<file path="config.mk">
export PLATFORM = sky130hd
export DESIGN_NAME = sd_cmd_path
export DESIGN_NICKNAME = d
export VERILOG_FILES = /design/src/rtl/sd_cmd_path.sv
export SDC_FILE = /design/constraint.sdc
export NUM_CORES = 1
export LEC_CHECK = 0
export ABC_AREA = 1
export BUFFER_PORTS_ARGS = -buffer_cell sky130_fd_sc_hd__buf_2
export CAP_MARGIN = 20
export CORE_UTILIZATION = 62
export DETAILED_ROUTE_END_ITERATION = 10
export PLACE_DENSITY = 0.91
export SLEW_MARGIN = 20
export SYNTH_ARGS = -nofsm -noshare
export SYNTH_HDL_FRONTEND = slang
export SYNTH_SLANG_ARGS = --single-unit
export TNS_END_PERCENT = 1
</file>
<file path="constraint.sdc">
create_clock -name clk -period 8.8 [get_ports clk]
set_input_delay 0.88 -clock clk [delete_from_list [all_inputs] [get_ports clk]]
set_output_delay 0.88 -clock clk [all_outputs]
set_load 0.01 [all_outputs]
</file>
<file path="src/rtl/sd_cmd_path.sv">
module sd_cmd_path #(
  parameter int CTO = 64,
  parameter int DTW = 16
) (
  input  logic            clk,
  input  logic            rst_n,
  input  logic            cmd_wr,
  input  logic [12:0]     cmd_wdata,
  input  logic [31:0]     arg_in,
  input  logic [DTW-1:0]  dtimer_in,
  input  logic            clr_wr,
  input  logic [31:0]     clr_data,
  input  logic            cmd_in,
  input  logic            dat0_in,
  output logic            cmd_out,
  output logic            cmd_oe,
  output logic [31:0]     status,
  output logic [31:0]     resp0,
  output logic [31:0]     resp1,
  output logic [31:0]     resp2,
  output logic [31:0]     resp3
);
  localparam int TCW = (CTO > 1) ? $clog2(CTO) : 1;
  localparam logic [31:0] STATIC_MASK = 32'h1FE0_0FFF;

  typedef enum logic [2:0] {IDLE, SEND, WAIT, RECV, BUSY} st_t;

  function automatic logic [6:0] crc7(input logic [39:0] d);
    logic [6:0] c;
    logic fb;
    c = '0;
    for (int i = 39; i >= 0; i--) begin
      fb = d[i] ^ c[6];
      c  = {c[5:0], 1'b0} ^ (fb ? 7'h09 : 7'h00);
    end
    return c;
  endfunction

  st_t            st;
  logic [47:0]    sh;
  logic [7:0]     bcnt;
  logic [135:0]   rsr;
  logic [1:0]     wcode;
  logic [TCW-1:0] tcnt;
  logic [DTW-1:0] dcnt;
  logic [31:0]    flg;
  logic [31:0]    setv;

  wire  [39:0]  hdr    = {2'b01, cmd_wdata[5:0], arg_in};
  wire  [47:0]  frame  = {hdr, crc7(hdr), 1'b1};
  wire          start  = cmd_wr && cmd_wdata[12] && (st == IDLE);
  wire          abort  = cmd_wr && !cmd_wdata[12];
  wire          is_long = (wcode == 2'b11);
  wire  [7:0]   rlen   = is_long ? 8'd136 : 8'd48;
  wire  [135:0] rnext  = {rsr[134:0], cmd_in};
  wire          rdone  = (st == RECV) && (bcnt == rlen - 8'd1);
  wire          crc_bad = !is_long && (wcode == 2'b01) &&
                          (crc7(rnext[47:8]) != rnext[7:1]);

  assign cmd_oe  = (st == SEND);
  assign cmd_out = (st == SEND) ? sh[47] : 1'b1;
  assign status  = flg | (32'(st != IDLE) << 13) | (32'(st == BUSY) << 20);

  always_comb begin
    setv = '0;
    if (!abort) begin
      if (st == SEND && bcnt == 8'd47 && wcode == 2'b00) setv[7] = 1'b1;
      if (st == WAIT && cmd_in && tcnt == TCW'(CTO - 1)) setv[2] = 1'b1;
      if (rdone) begin
        if (crc_bad) setv[0] = 1'b1;
        else         setv[6] = 1'b1;
      end
      if (st == BUSY) begin
        if (dat0_in)           setv[21] = 1'b1;
        else if (dcnt == '0)   setv[3]  = 1'b1;
      end
    end
  end

  always_ff @(posedge clk or negedge rst_n) begin
    if (!rst_n) begin
      st <= IDLE; sh <= '0; bcnt <= '0; rsr <= '0; wcode <= '0;
      tcnt <= '0; dcnt <= '0; flg <= '0;
      resp0 <= '0; resp1 <= '0; resp2 <= '0; resp3 <= '0;
    end else begin
      flg <= (flg & ~(clr_wr ? (clr_data & STATIC_MASK) : 32'h0)) | setv;
      if (abort) begin
        st <= IDLE;
      end else begin
        unique case (st)
          IDLE: if (start) begin
            sh <= frame; bcnt <= '0; wcode <= cmd_wdata[9:8];
            dcnt <= dtimer_in; st <= SEND;
          end
          SEND: begin
            sh   <= {sh[46:0], 1'b1};
            bcnt <= bcnt + 8'd1;
            tcnt <= '0;
            if (bcnt == 8'd47) st <= (wcode == 2'b00) ? IDLE : WAIT;
          end
          WAIT: begin
            if (!cmd_in) begin
              st <= RECV; bcnt <= 8'd1; rsr <= '0;
            end else if (tcnt == TCW'(CTO - 1)) begin
              st <= IDLE;
            end else begin
              tcnt <= tcnt + 1'b1;
            end
          end
          RECV: begin
            rsr  <= rnext;
            bcnt <= bcnt + 8'd1;
            if (rdone) begin
              if (crc_bad) begin
                st <= IDLE;
              end else begin
                if (is_long) begin
                  resp0 <= rnext[127:96]; resp1 <= rnext[95:64];
                  resp2 <= rnext[63:32];  resp3 <= {rnext[31:1], 1'b0};
                end else begin
                  resp0 <= rnext[39:8];
                end
                st <= dat0_in ? IDLE : BUSY;
              end
            end
          end
          BUSY: begin
            if (dat0_in || dcnt == '0) st <= IDLE;
            else dcnt <= dcnt - 1'b1;
          end
          default: st <= IDLE;
        endcase
      end
    end
  end
endmodule

</file>
==> flow_metrics.env, run 1 <==
export IMPL_outcome="completed"
export IMPL_switching_share_pct=38.66
export IMPL_pwr_share_comb_pct=36.5
export IMPL_drc_errors=0
export IMPL_cpMaxStageDelayCell="dfrtp_1"
export IMPL_maxCapViolCount=0
export IMPL_relSlewSlack_pct=30.62
export IMPL_met3_usage_pct=5.424
export IMPL_worstSetupPathType="register to register"
export IMPL_antenna_cells=0
export IMPL_synth_cells=2130
export IMPL_hold_viol=0
export IMPL_setup_tns_ps=0
export IMPL_area_growth_pct=14.60
export IMPL_first_pass_iters=7
export IMPL_grt_max_degree=150
export IMPL_startpoint_type="register"
export IMPL_holdWs_ps=462.3
export IMPL_io_buffers=233
export IMPL_report_final_setup_viol=0
export IMPL_avgSynthCellArea_um2=8.097
export IMPL_cts_tree="yes"
export IMPL_finalCriticalPeriod_ps=4138
export IMPL_busiest_layer="met2"
export IMPL_yosys_warnings=0
export IMPL_grt_pass1_wl_mm=66.50
export IMPL_r2r_slack_ps=4660
export IMPL_cts_hold_buffers=0
export IMPL_synth_edff_count=0
export IMPL_die_h_um=168.8
export IMPL_synth_area_leaders="dfrtp_1 (52%), nand2_1 (11%), o21ai_0 (9.3%)"
export IMPL_h_tree_depth=2
export IMPL_die_area_um2=28490
export IMPL_routed_via_density=5.494
export IMPL_power_internal_w=0.003338
export IMPL_worstSetupEndpointType="register"
export IMPL_tightest_slew_ps=1038
export IMPL_ant_nets=0
export IMPL_dieWidth_um=168.8
export IMPL_use_met2_pct=45.87
export IMPL_pwr_share_clk_pct=28.4
export IMPL_yosys_area_top_type="dfrtp_1"
export IMPL_use_met1_pct=38.76
export IMPL_cts_resized=0
export IMPL_drt_wl_total_mm=40.01
export IMPL_timing_rr_end="resp0[22]$_DFFE_PN0P_"
export IMPL_grt_pass1_vias=13780
export IMPL_worstHoldPathType="primary input to asynchronous set/reset pin"
export IMPL_pin_count=261
export IMPL_power_switching_w=0.002103
export IMPL_clockRootBuffer="clkbuf_16"
export IMPL_ys_flop_type="dfrtp_1"
export IMPL_fillers=2001
export IMPL_netlist_area_um2=17250
export IMPL_critPathArrivalTime_ps=4530
export IMPL_vias=14850
export IMPL_grt_use_total_pct=28.43
export IMPL_worstPathRequired_ps=9190
export IMPL_cp_top_family="simple AND/OR/NAND/NOR gates"
export IMPL_post_cts_setup_buffers=0
export IMPL_layout_drive_gt1_share_pct=15.66
export IMPL_seqCellArea_um2=8934
export IMPL_post_route_util_pct=72.93
export IMPL_clk_latency_ps=520
export IMPL_crit_fanout=34
export IMPL_clock_path_buffers=3
export IMPL_synthArstFlopShare_pct=100.0
export IMPL_synthDistinctLibCells=45
export IMPL_dp_hpwl_mm=27.21
export IMPL_p_leak_nw=9.886
export IMPL_cts_sinks=357
export IMPL_p_seq_share_pct=35.1
export IMPL_multi_input_area_um2=6923
export IMPL_reg2reg_depth=30
export IMPL_wl_per_cell_um=14.80
export IMPL_clock_skew_ps=10.13
export IMPL_max_stage_delay_ps=450
export IMPL_fin_crit_sh_pct=47.02
export IMPL_crit_top_cell="nand2_1"
export IMPL_power_density_nw_per_um2=275.3
export IMPL_core_um2=27100
export IMPL_antenna_found_initial=0
export IMPL_ys_seq_area_share_pct=51.80
export IMPL_cts_buffers=37
export IMPL_synth_top_cell_area_share_pct=51.80
export IMPL_clk_pin_slew_worst_paths_ps=60
export IMPL_start_util_pct=63.64
export IMPL_gp_congestion=0.8967
export IMPL_r2r_start="rsr[38]$_DFFE_PN0P_"
export IMPL_rows=60
export IMPL_max_freq_mhz=241.7
export IMPL_drt_iter0_markers=1378
export IMPL_grt_overflow_total=0
export IMPL_path_buf_inv=3
export IMPL_fin_total_pwr_w=0.005441
export IMPL_synthTopCellsByCount="nand2_1 (515), dfrtp_1 (357), o21ai_0 (321)"
export IMPL_drv_slew=0
export IMPL_rsz0062_at_grt="no"
export IMPL_ys_ff_latch=357
export IMPL_synth_most_common_cell="nand2_1"
export IMPL_fin_nets=2411
export IMPL_peakVddDrop_v=0.0001892
## worst max path at each step
stage | endpoint | slack [ps] | start | depth (start not counted)
after floorplan | sh[7]$_DFFE_PN0P_ | 5640 | cmd_wdata[2] | 18
after global placement | resp1[28]$_DFFE_PN0P_ | 4750 | st[2]$_DFFE_PN0P_ | 13
after detailed placement | resp2[28]$_DFFE_PN0P_ | 4650 | st[2]$_DFFE_PN0P_ | 13
after CTS | resp1[24]$_DFFE_PN0P_ | 4590 | st[2]$_DFFE_PN0P_ | 13
after global routing | resp0[22]$_DFFE_PN0P_ | 4250 | rsr[38]$_DFFE_PN0P_ | 30
final | resp0[22]$_DFFE_PN0P_ | 4660 | rsr[38]$_DFFE_PN0P_ | 30
## area by class of cell
type | instances | area share (%)
flip-flops and latches | 357 | 45.20
multi-input cells | 1412 | 35.03
repair buffers | 244 | 6.489
clock buffers | 55 | 5.596
inverters | 257 | 4.881
well taps | 372 | 2.355
clock inverters | 6 | 0.4495
## placed cells by master, fill, tap and decap left out, types with 8 or more instances in the layout
cell | Yosys | routed
xnor2_1 | 22 | 22
nor3_1 | 14 | 13
nor2_1 | 64 | 61
nand4_1 | 8 | 8
a21boi_0 | 15 | 15
nand3_1 | 257 | 256
o21ai_0 | 321 | 321
xor2_1 | 26 | 26
inv_1 | 240 | 240
inv_2 | 13 | 13
nand2_2 | 31 | 31
clkbuf_1 | 92 | 9
buf_2 | 0 | 232
conb_1 | 1 | 11
clkbuf_16 | 0 | 39
nand2_1 | 515 | 515
dfrtp_1 | 357 | 357
o211ai_1 | 41 | 41
a21oi_1 | 23 | 23
## cell families after synthesis
family / count (synthesis) / share of synthesized area [%]
muxes: 1 / 0.06529
xor gates and xnor gates: 51 / 2.721
buffers and inverters: 371 / 8.510
DFF: 357 / 51.80
and+or+nand+nor: 920 / 23.17
AOI/OAI and AO/OA: 426 / 13.49
adders and majority gates: 3 / 0.2177
other: 1 / 0.02174
## per-layer routing
metal	vias to the layer above	share of wire [%]
met5	-	0
met3	82	7.7
met1	6960	43
met2	542	46
li1	7266	-
met4	0	3.1
## sequential cells by signal (all words and copies together) (netlist names)
name	flops
rsr	127
flg	20
resp1	32
dcnt	16
resp0	32
sh	48
resp2	32
bcnt	8
st	3
tcnt	6
wcode	2
resp3	31
## metrics by stage
step / cells / area, um^2 / worst slack, ps
5_1_grt: 2703 / 19760 / 4253
6_report: 2703 / 19760 / 4662
4_1_cts: 2703 / 19750 / 4592
2_1_floorplan: 2140 / 17280 / 5635
3_5_place_dp: 2642 / 18560 / 4648
3_3_place_gp: 2642 / 18560 / 4754
## power by group through the flow
stage | registers (W) | clock network [W] | logic [W]
floorplan | 0.00191 | 0 | 0.00159
global placement | 0.00193 | 0 | 0.00188
detailed placement | 0.00194 | 0 | 0.00196
CTS | 0.00191 | 0.00157 | 0.00198
global route | 0.00193 | 0.00163 | 0.00226
finish | 0.00191 | 0.00154 | 0.00199
Power figures use the tool's default switching activity.
==> run 2, diff against run 1 <==
--- a/config.mk
+++ b/config.mk
@@ -8,9 +8,9 @@
 export ABC_AREA = 1
 export BUFFER_PORTS_ARGS = -buffer_cell sky130_fd_sc_hd__buf_2
 export CAP_MARGIN = 20
-export CORE_UTILIZATION = 62
+export CORE_UTILIZATION = 57
 export DETAILED_ROUTE_END_ITERATION = 10
-export PLACE_DENSITY = 0.91
+export PLACE_DENSITY = 0.85
 export SLEW_MARGIN = 20
 export SYNTH_ARGS = -nofsm -noshare
 export SYNTH_HDL_FRONTEND = slang
==> constraint.sdc (replaced) <==
create_clock -name clk -period 4.1 [get_ports clk]
set_input_delay 0.41 -clock clk [delete_from_list [all_inputs] [get_ports clk]]
set_output_delay 0.41 -clock clk [all_outputs]
set_load 0.01 [all_outputs]
==> run 2 against run 1 <==
The run now ends with hold timing left. Combinational power rose by 130%. Routed wire length rose by 4.0%. Core utilization fell by 5.4 points. Hold slack got worse by 480 ps. Setup slack got worse by 4200 ps. Clock skew rose by 14 ps. Sequential share of layout area fell by 0.64 points. Final area rose by 1.5%. Global-route usage fell by 1.0 points. Sequential power rose by 110%. Die area rose by 8.7%.
==> flow_metrics.env, run 2 (same netlist as run 1, synthesis figures left out) <==
export IMPL_outcome="finished with violations"
export IMPL_violations="hold timing"
export IMPL_peakVddDrop_v=0.0004136
export IMPL_h_tree_depth=2
export IMPL_critPathArrivalTime_ps=4100
export IMPL_gp_congestion=0.9026
export IMPL_io_buffers=233
export IMPL_setup_tns_ps=0
export IMPL_r2r_slack_ps=430
export IMPL_fin_crit_sh_pct=89.63
export IMPL_relSlewSlack_pct=35.45
export IMPL_grt_max_degree=254
export IMPL_pre_cts_ws_ps=293.2
export IMPL_hold_viol=3
export IMPL_area_growth_pct=16.27
export IMPL_grt_pass1_wl_mm=69.61
export IMPL_top_register="rsr"
export IMPL_vias=15000
export IMPL_fin_nets=2422
export IMPL_layout_drive_gt1_share_pct=16.49
export IMPL_wl_per_cell_um=15.20
export IMPL_clockRootBuffer="clkbuf_16"
export IMPL_crit_start="rsr[38]$_DFFE_PN0P_"
export IMPL_worstPathRequired_ps=4520
export IMPL_clock_skew_ps=24.59
export IMPL_maxCapViolCount=0
export IMPL_crit_fanout=33
export IMPL_cts_sinks=357
export IMPL_startpoint_type="register"
export IMPL_layout_commonest_cell="nand2_1"
export IMPL_crit_top_cell="nand2_1"
export IMPL_clk_pin_slew_worst_paths_ps=60
export IMPL_dp_hpwl_mm=27.89
export IMPL_die_h_um=175.9
export IMPL_report_final_setup_viol=0
export IMPL_grt_use_total_pct=27.40
export IMPL_p_leak_nw=10.01
export IMPL_rows=63
export IMPL_r2r_start="rsr[38]$_DFFE_PN0P_"
export IMPL_max_freq_mhz=272.1
export IMPL_core_um2=29720
export IMPL_ant_nets=0
export IMPL_grt_overflow_total=0
export IMPL_fin_ws_ps=425.2
export IMPL_cts_tree="yes"
export IMPL_drv_slew=0
export IMPL_tightest_slew_ps=968.3
export IMPL_worstSetupPathType="register to register"
export IMPL_first_pass_iters=5
export IMPL_cts_buffers=40
export IMPL_drt_wl_total_mm=41.59
export IMPL_cpMaxStageDelayCell="dfrtp_2"
export IMPL_dieWidth_um=175.9
export IMPL_start_util_pct=58.04
export IMPL_layout_common_cells="nand2_1 (514), dfrtp_1 (355), o21ai_0 (321)"
export IMPL_drt_iter0_markers=1402
export IMPL_die_area_um2=30960
export IMPL_worstHoldPathType="primary input to asynchronous set/reset pin"
export IMPL_worstSetupEndpointType="register"
export IMPL_drc_errors=0
export IMPL_antenna_found_initial=0
export IMPL_timing_rr_end="resp0[8]$_DFFE_PN0P_"
export IMPL_reg2reg_depth=32
export IMPL_max_stage_delay_ps=460
export IMPL_crit_end="resp0[8]$_DFFE_PN0P_"
export IMPL_pin_count=261
export IMPL_largest_reg_flops=127
export IMPL_grt_pass1_vias=14470
export IMPL_holdWs_ps=-13.30
export IMPL_routed_via_density=5.479
export IMPL_top_regs="rsr (127), sh (48)"
export IMPL_finalCriticalPeriod_ps=3675
export IMPL_rsz0062_at_grt="no"
export IMPL_power_density_nw_per_um2=621.1
export IMPL_clk_latency_ps=540
export IMPL_antenna_cells=0
export IMPL_clock_path_buffers=3
export IMPL_cts_hold_buffers=0
-- run 2: stage by stage --
| stage | area, um^2 | utilization (%) | power (W) | cells |
|---|---|---|---|---|
| floorplan | 17280 | - | 0.007517 | 2140 |
| CTS | 20010 | 67.34 | 0.01218 | 2735 |
| global route | 20050 | 67.48 | 0.01330 | 2737 |
| detailed placement | 18650 | 62.76 | 0.008428 | 2666 |
| global placement | 18650 | 62.76 | 0.008237 | 2666 |
| finish | 20050 | 67.48 | 0.01245 | 2737 |
-- run 2: worst min-delay path by stage --
| stage | start | end | slack, ps | depth (start not counted) |
|---|---|---|---|---|
| final | rst_n | resp0[2]$_DFFE_PN0P_ | -10 | 1 |
| after global routing | clr_data[22] | flg[22]$_DFF_PN0_ | 70 | 2 |
| after CTS | rst_n | resp0[2]$_DFFE_PN0P_ | 30 | 1 |
| after detailed placement | resp0[12]$_DFFE_PN0P_ | resp0[12]$_DFFE_PN0P_ | 450 | 2 |
| after global placement | resp0[15]$_DFFE_PN0P_ | resp0[15]$_DFFE_PN0P_ | 450 | 2 |
| after floorplan | rst_n | bcnt[0]$_DFFE_PN0P_ | 110 | 0 |
-- run 2: area by class of cell --
type | count | area (um^2)
fill | 2347 | 9664
sequential | 357 | 8936
clock inverter | 18 | 257.7
inverter | 257 | 964.7
timing repair buffer | 251 | 1349
multi-input combinational | 1413 | 6954
clock buffer | 51 | 1104
tap | 390 | 488.0
-- run 2: critical path, delay by kind of cell (launching register included) --
family                 cells  cell delay, ps
AND/OR/NAND/NOR           27            2740
buffers and inverters      5             310
flip-flops                 1             460
-- run 2: where the power goes --
part           internal, W  leakage, nW  switching, W
clock network      0.00228        0.671       0.00143
logic              0.00145         4.50       0.00319
registers          0.00390         4.84      0.000203
-- run 2: repair_timing --
action                     in CTS  in global routing
setup endpoints to repair       0                 33
resized for setup               0                  5
buffers inserted                0                  1
-- run 2: routing by layer --
metal | global-route usage (%) | up-vias | part of all wire, %
met4 | 10.87 | 0 | 3.4
li1 | - | 7286 | -
met5 | 0 | - | 0
met1 | 36.89 | 7050 | 43
met2 | 44.07 | 563 | 47
met3 | 5.017 | 97 | 7.1
==> run 3, diff against run 2 <==
--- a/config.mk
+++ b/config.mk
@@ -5,11 +5,11 @@
 export SDC_FILE = /design/constraint.sdc
 export NUM_CORES = 1
 export LEC_CHECK = 0
-export ABC_AREA = 1
 export BUFFER_PORTS_ARGS = -buffer_cell sky130_fd_sc_hd__buf_2
 export CAP_MARGIN = 20
 export CORE_UTILIZATION = 57
 export DETAILED_ROUTE_END_ITERATION = 10
+export HOLD_SLACK_MARGIN = 0.03
 export PLACE_DENSITY = 0.85
 export SLEW_MARGIN = 20
 export SYNTH_ARGS = -nofsm -noshare
==> run 3 against run 2 <==
The run now ends clean. Maximum frequency shrank 7.7%. Total power shrank 18%. Sequential share of layout area rose by 1.5 points. Clock skew increased by 4.9 ps. First-iteration DRC count decreased by 24%. Cell count shrank 20%. Synthesized area decreased by 3.7%. Final area shrank 3.2%. Routed wire length shrank 9.5%. Largest power group is now sequential cells.
==> flow_metrics.env, run 3 <==
export IMPL_grt_max_degree=134
export IMPL_fin_nets=1887
export IMPL_tightest_slew_ps=1008
export IMPL_yosys_warnings=0
export IMPL_routed_via_density=5.581
export IMPL_gp_congestion=0.8687
export IMPL_grt_use_total_pct=25.61
export IMPL_netlist_area_um2=16610
export IMPL_worstSetupEndpointType="register"
export IMPL_die_area_um2=29840
export IMPL_clockRootBuffer="clkbuf_16"
export IMPL_worstHoldPathType="primary input to asynchronous set/reset pin"
export IMPL_fin_crit_sh_pct=97.10
export IMPL_peakVddDrop_v=0.0004348
export IMPL_dieWidth_um=172.7
export IMPL_synth_edff_count=0
export IMPL_top_register="rsr"
export IMPL_vias=12250
export IMPL_area_growth_pct=16.82
export IMPL_h_tree_depth=2
export IMPL_layout_common_cells="nand2_1 (379), dfrtp_1 (357), buf_2 (232)"
export IMPL_synth_top_cell_area_share_pct=53.77
export IMPL_maxCapViolCount=0
export IMPL_pin_count=261
export IMPL_max_freq_mhz=251.2
export IMPL_clock_path_buffers=3
export IMPL_drc_errors=0
export IMPL_outcome="completed"
export IMPL_power_density_nw_per_um2=524.5
export IMPL_synth_most_common_cell="nand2_1"
export IMPL_first_pass_iters=6
export IMPL_p_leak_nw=9.487
export IMPL_grt_overflow_total=0
export IMPL_start_util_pct=57.89
export IMPL_cts_hold_buffers=0
export IMPL_hold_viol=0
export IMPL_core_um2=28700
export IMPL_yosys_area_top_type="dfrtp_1"
export IMPL_clk_pin_slew_worst_paths_ps=60
export IMPL_synth_cells=1582
export IMPL_startpoint_type="register"
export IMPL_worstPathRequired_ps=4500
export IMPL_ys_seq_area_share_pct=53.77
export IMPL_grt_pass1_vias=12160
export IMPL_drv_slew=0
export IMPL_cts_sinks=357
export IMPL_finalCriticalPeriod_ps=3981
export IMPL_ys_flop_type="dfrtp_1"
export IMPL_report_final_setup_viol=0
export IMPL_antenna_found_initial=0
export IMPL_cts_resized=0
export IMPL_worstSetupPathType="register to register"
export IMPL_drt_iter0_markers=1068
export IMPL_relSlewSlack_pct=32.80
export IMPL_ys_ff_latch=357
export IMPL_synthTopCellsByCount="nand2_1 (380), dfrtp_1 (357), o21ai_0 (165)"
export IMPL_post_cts_setup_buffers=0
export IMPL_fin_total_pwr_w=0.01018
export IMPL_top_regs="rsr (127), sh (48)"
export IMPL_crit_fanout=20
export IMPL_clock_skew_ps=29.49
export IMPL_grt_pass1_wl_mm=62.38
export IMPL_ant_nets=0
export IMPL_clk_latency_ps=540
export IMPL_antenna_cells=0
export IMPL_layout_commonest_cell="nand2_1"
export IMPL_drt_wl_total_mm=37.64
export IMPL_die_h_um=172.7
export IMPL_io_buffers=233
export IMPL_dp_hpwl_mm=25.19
export IMPL_cts_tree="yes"
export IMPL_largest_reg_flops=127
export IMPL_avgSynthCellArea_um2=10.50
export IMPL_rows=62
export IMPL_synthArstFlopShare_pct=100.0
export IMPL_synth_area_leaders="dfrtp_1 (54%), mux2_2 (8.8%), nand2_1 (8.6%)"
export IMPL_layout_drive_gt1_share_pct=26.95
export IMPL_wl_per_cell_um=17.15
export IMPL_critPathArrivalTime_ps=4380
export IMPL_synthDistinctLibCells=58
export IMPL_post_route_util_pct=67.62
export IMPL_cts_buffers=38
==> run 3: cell count changes after synthesis, moves of 13 or more <==
cell / delta
a31oi_1: +32
inv_1: -235
mux2_2: +129
mux2_4: +29
nand2_1: -135
nand2_2: -31
nand3_1: -245
nor2_1: +18
o211ai_1: -39
o21ai_0: -156
xnor2_1: +66
xnor3_1: +13
==> run 3: power by group <==
group	internal [W]	switching, W
sequential	0.00390	0.000288
combinational	0.000964	0.00160
clock	0.00205	0.00138
total	0.00691	0.00327
==> run 3: layout make-up <==
type                       instances  area [um^2]
timing repair buffer             259         1484
multi-input combinational       1123         7244
clock inverter                     9        141.4
inverter                           6        22.52
fill                            2107         9294
sequential                       357         8934
tap                              384        480.5
clock buffer                      57         1102
==> run 3: per-stage QoR <==
stage | setup TNS [ps] | worst slack (ps) | hold slack (ps) | instance area, um^2 | std cells
3_3_place_gp | 0 | 218.4 | 451.0 | 18130 | 2129
4_1_cts | 0 | 50.06 | 48.71 | 19380 | 2195
6_report | 0 | 118.9 | 26.70 | 19410 | 2195
5_1_grt | -11.80 | -6.645 | 54.64 | 19410 | 2195
3_5_place_dp | 0 | 79.98 | 453.2 | 18130 | 2129
2_1_floorplan | 0 | 436.1 | 114.4 | 16650 | 1592
==> run 3: cells by family after synthesis <==
kind of cell / synth area share, %
fa+ha+maj: 0.2259
flops: 53.77
compound gates: 9.398
mux: 11.82
simple gates: 12.82
xor+xnor: 8.818
other cells: 0.02257
buf+inv: 3.125
==> run 3: worst max-delay path, stage by stage, from the launching register on <==
cell and delay (ps):
dfrtp_1 470, xor2_2 240, xnor2_2 290, xnor3_2 530
xnor2_2 220, xnor3_2 490, xnor2_1 160, or3_1 370
a211oi_4 330, o21a_2 230, buf_12 200, mux2_4 320
==> run 3: final timing paths <==
path	slack [ps]	from	depth (start not counted)	to
max in group asynchronous	3150	rst_n	2	wcode[1]$_DFFE_PN0P_
worst max register to register	120	rsr[44]$_DFFE_PN0P_	11	resp0[17]$_DFFE_PN0P_
min in group clk	70	clr_data[11]	2	flg[11]$_DFF_PN0_
worst min-delay path	30	rst_n	1	rsr[58]$_DFFE_PN0P_
worst max-delay path	120	rsr[44]$_DFFE_PN0P_	11	resp0[17]$_DFFE_PN0P_
worst min register to register	470	sh[0]$_DFFE_PN0P_	1	sh[0]$_DFFE_PN0P_
==> run 3: layer usage <==
| metal | GRT usage, % | part of all wire [%] | vias up |
|---|---|---|---|
| met4 | 7.117 | 2.4 | 0 |
| met3 | 4.024 | 5.4 | 65 |
| met2 | 43.45 | 50 | 402 |
| met1 | 34.35 | 42 | 6064 |
| met5 | 0 | 0 | - |
| li1 | - | - | 5719 |
